===== src/rtl/brk_match.sv =====
module brk_match #(
  parameter int AW = 32,
  parameter int DW = 32
) (
  input  logic          clk,
  input  logic          rst_n,
  input  logic          reg_wr,
  input  logic [2:0]    reg_addr,
  input  logic [DW-1:0] reg_wdata,
  output logic [DW-1:0] reg_rdata,
  input  logic          bus_valid,
  input  logic [AW-1:0] bus_addr,
  input  logic          bus_dma,
  input  logic          bus_data,
  output logic          brk_req,
  output logic          brk_sticky
);
  localparam int HW = AW / 2;

  logic [AW-1:0] brk_addr;
  logic [AW-1:0] mask;
  logic [1:0]    ms_sel;
  logic [1:0]    as_sel;
  logic          hit;

  wire wr_addr = reg_wr && reg_addr == 3'd0;
  wire wr_mhi  = reg_wr && reg_addr == 3'd1;
  wire wr_mlo  = reg_wr && reg_addr == 3'd2;
  wire wr_cond = reg_wr && reg_addr == 3'd3;
  wire wr_clr  = reg_wr && reg_addr == 3'd4 && reg_wdata[0];

  wire master_ok = bus_dma  ? ms_sel[1] : ms_sel[0];
  wire access_ok = bus_data ? as_sel[1] : as_sel[0];
  wire addr_ok   = ((bus_addr ^ brk_addr) & ~mask) == '0;

  assign hit = bus_valid && master_ok && access_ok && addr_ok;

  always_ff @(posedge clk) begin
    if (!rst_n) begin
      brk_addr <= '0;
      mask     <= '0;
      ms_sel   <= 2'b00;
      as_sel   <= 2'b00;
    end else begin
      if (wr_addr) brk_addr <= reg_wdata[AW-1:0];
      if (wr_mhi)  mask[AW-1:HW] <= reg_wdata[HW-1:0];
      if (wr_mlo)  mask[HW-1:0]  <= reg_wdata[HW-1:0];
      if (wr_cond) begin
        ms_sel <= reg_wdata[7:6];
        as_sel <= reg_wdata[5:4];
      end
    end
  end

  always_ff @(posedge clk) begin
    if (!rst_n) begin
      brk_req    <= 1'b0;
      brk_sticky <= 1'b0;
    end else begin
      brk_req <= hit;
      if (hit)         brk_sticky <= 1'b1;
      else if (wr_clr) brk_sticky <= 1'b0;
    end
  end

  always_comb begin
    reg_rdata = '0;
    case (reg_addr)
      3'd0:    reg_rdata[AW-1:0] = brk_addr;
      3'd1:    reg_rdata[HW-1:0] = mask[AW-1:HW];
      3'd2:    reg_rdata[HW-1:0] = mask[HW-1:0];
      3'd3:    reg_rdata[7:4]    = {ms_sel, as_sel};
      3'd4:    reg_rdata[0]      = brk_sticky;
      default: reg_rdata = '0;
    endcase
  end
endmodule



===== config.mk =====
export PLATFORM = sky130hd
export DESIGN_NAME = brk_match
export DESIGN_NICKNAME = d
export VERILOG_FILES = /design/src/rtl/brk_match.sv
export SDC_FILE = /design/constraint.sdc
export NUM_CORES = 1
export LEC_CHECK = 0
export ABC_AREA = 1
export BUFFER_PORTS_ARGS = -buffer_cell sky130_fd_sc_hd__buf_4
export CORE_MARGIN = 1.5
export CORE_UTILIZATION = 36
export CTS_CLUSTER_SIZE = 40
export DETAILED_ROUTE_END_ITERATION = 8
export MAX_ROUTING_LAYER = met4
export PLACE_DENSITY_LB_ADDON = 0.15
export SLEW_MARGIN = 20
export SYNTH_ARGS = -nofsm -noshare
export SYNTH_HDL_FRONTEND = slang
export SYNTH_SLANG_ARGS = --single-unit

===== constraint.sdc =====
create_clock -name clk -period 1.3 [get_ports clk]
set_clock_uncertainty 0.2 [all_clocks]
set_input_delay 0.065 -clock clk [delete_from_list [all_inputs] [get_ports clk]]
set_output_delay 0.065 -clock clk [all_outputs]
set_load 0.005 [all_outputs]

==> results.md <==
- FP Rows: 35
- Fin. max-slew vios: 0
- Fin crit share: 1.09
- Clock net sink count: 70
- Final setup fails: 9
- Top cells by area, synth: dfxtp_1 40%, a21oi_1 11%, nand2_1 10%
- Worst hold slack: 0.433 ps
- CP Data Required Time: 1030 ps
- Leakage power: 2.45 nW
- Overflow after GRT: 0
- RSZ-0062 raised after global routing: yes
- Syn Area/Cell: around 6.6 sq um
- Worst skew pair latency: around 340 ps
- Psw: 1.30 mW
- Clock power frac: 0.337
- Share of layout cells above drive strength 1: 0.376
- Yosys cell types: 23
- TritonCTS buffer count: 9
- Data arrival, critical path: about 1200 ps
- Initial antenna violation count: 0
- Die H: 102 um
- Failing checks: setup timing
- H-Tree Depth: 3
- Status: finished, violations left
- Sw Ratio: 0.273
- Clock-pin slew on the worst setup and hold paths: 70 ps
- Starting Density: 0.375
- Final Hold Viols: 0
- Multi-input logic area: approximately 1800 sq um
- Max cap viols: 0
- Fmax: 0.708 GHz
- Drt first pass iters: 4
- Final instance area: 5530 sq um
- I/O pin cnt: 107
- Worst slack, placed: -66.8 ps
- Final net count: 772
- Vias: 4004
- Actual slew at the worst max-slew pin: 299 ps
- Synth top area share: 0.399
- Root Driver: clkbuf_8
- Crit Path Max Fanout: 3
- Dominant cell type by area after synthesis: dfxtp_1
- Mapped cell area: 3510 sq um
- GRT Total Usage: 0.237
- Post-Route WL: around 12000 um
- Slew headroom: 0.800
- Drt initial violations: 154
- CP startpoint kind: flip-flop
- Wirelength per Cell: 13.9 um
- Hold/Removal Path Class: primary input to flip-flop
- Antenna cells: 0
- Proportion of power drawn by combinational gates: 0.188
- Worst setup EP type: output port
- Post-Syn Instances: 531
- Clock buffer depth: 2
- Most frequent cells in the layout: 126 x buf_4, 97 x nand2_1, 73 x a21oi_1, 66 x inv_1, 52 x o21ai_1
- PortBufs: about 110
- Die area: 10400 sq um
- Residual DRC: 0
- Classification of the worst setup path: flip-flop to output port
- Vias/cell: 4.81
- Peak supply drop: 0.548 mV
- Setup TNS: -743 ps
- Synthesis-to-layout area growth: 57.3%
- Min Tclk post-route: 1410 ps
- Seq/Total Area, Yosys: 0.399
- First-pass GRT wire length: 18400 um
- Die width: 102 um
- Routability Congestion: 0.806
- CTS tree: done
- Area after DPL: 4650 sq um
- FF+latch area: 1450 sq um
- Power Dens Cells: roughly 860 nW/um^2
- Hold-critical path depth: 5
- Min setup slack post-route: -112 ps
- Core Footprint: 9370 sq um
- R2R depth: 10
- Antenna Nets Post-Route: 0
- Design Power: 4.76 mW
- HPWL Detailed: 8150 um
- Yosys synthesis warning count: 0
- Commonest non-fill, non-tap cell in the layout: buf_4
- Largest net degree at the start of global routing: 60
- Syn nets: 604
- Filler cells: 914
- Flops & latches, synth: 70
- Number of global-route vias before repair: about 3900
- Cell internal pwr: 3.46 mW
- Flop pwr share: 0.475
-- repair_timing --
item	in CTS	in global routing
hold buffers	36	0
setup endpoints to repair	22	46
endpoints found under the hold margin	70	0
gates cloned	0	0
resized for setup	84	37
pin swaps	29	17
setup buffers	11	3
-- final cells by class --
class                      count  share of cell area
inverter                      99              0.0677
tap                          129              0.0292
timing repair buffer         182               0.287
clock buffer                  14              0.0294
sequential                    70               0.262
clock inverter                 1            0.000906
multi-input combinational    337               0.324
-- per-stage QoR --
stage,instances,util
detailed placement,772,0.496
global route,832,0.590
floorplan,531,-
finish,832,0.590
CTS,829,0.579
global placement,772,0.496
-- flip-flops by register name, summed over array words and instances, names as in the netlist --
register,flops
as_sel,2
mask,32
ms_sel,2
brk_addr,32
brk_req,1
brk_sticky,1
-- layer usage --
metal | part of all wire | up-vias | global-route usage | wire, um
met3 | 0.040 | 12 | 0.0255 | 459
met2 | 0.51 | 97 | 0.422 | 5920
met1 | 0.44 | 1840 | 0.283 | 5070
met5 | 0 | - | - | 0
met4 | 0.013 | 0 | 0.0652 | 147
li1 | - | 2055 | - | -
-- synth_stat cells (all sizes together) --
library cell and count:
nand3 32, buf 17, a21oi 74, or2 2
a22oi 3, o21ai 66, nor2 38, inv 99
o221ai 14, nand2 102, o22ai 3, dfxtp 70
clkbuf 8, xor2 1, nand4 2
-- logic make-up (layout without fill, tap and decap cells) --
kind of cell / after synthesis / count (layout) / synth area share
AO/OA/AOI/OAI: 160 / 160 / 0.246
flip-flops: 70 / 70 / 0.399
AND/OR/NAND/NOR: 176 / 176 / 0.209
XOR/XNOR: 1 / 1 / 0.00249
buffers and inverters: 124 / 296 / 0.143
-- worst paths after layout --
kind,from,end,slack [ps]
setup / recovery,brk_addr[0]$_SDFFE_PN0P_,reg_rdata[0],-110
hold / removal,reg_addr[2],brk_sticky$_SDFFE_PN0P_,0.4
setup reg to reg,brk_addr[0]$_SDFFE_PN0P_,brk_sticky$_SDFFE_PN0P_,-80
hold reg to reg,mask[5]$_SDFFE_PN0P_,mask[5]$_SDFFE_PN0P_,270
-- power by group through the flow --
stage	registers (mW)	logic (mW)	clock network, mW
global placement	2.30	0.725	0
CTS	2.26	0.868	1.61
floorplan	2.29	0.351	0
detailed placement	2.30	0.734	0
global route	2.27	0.982	1.70
finish	2.26	0.895	1.60
-- worst max-delay path: stages, from the launching register on --
cell and delay (ps):
dfxtp_2 320, inv_2 80, o22ai_2 60, a21oi_1 120, nand2_1 100, buf_6 130
(Power assumes the default switching activity.)
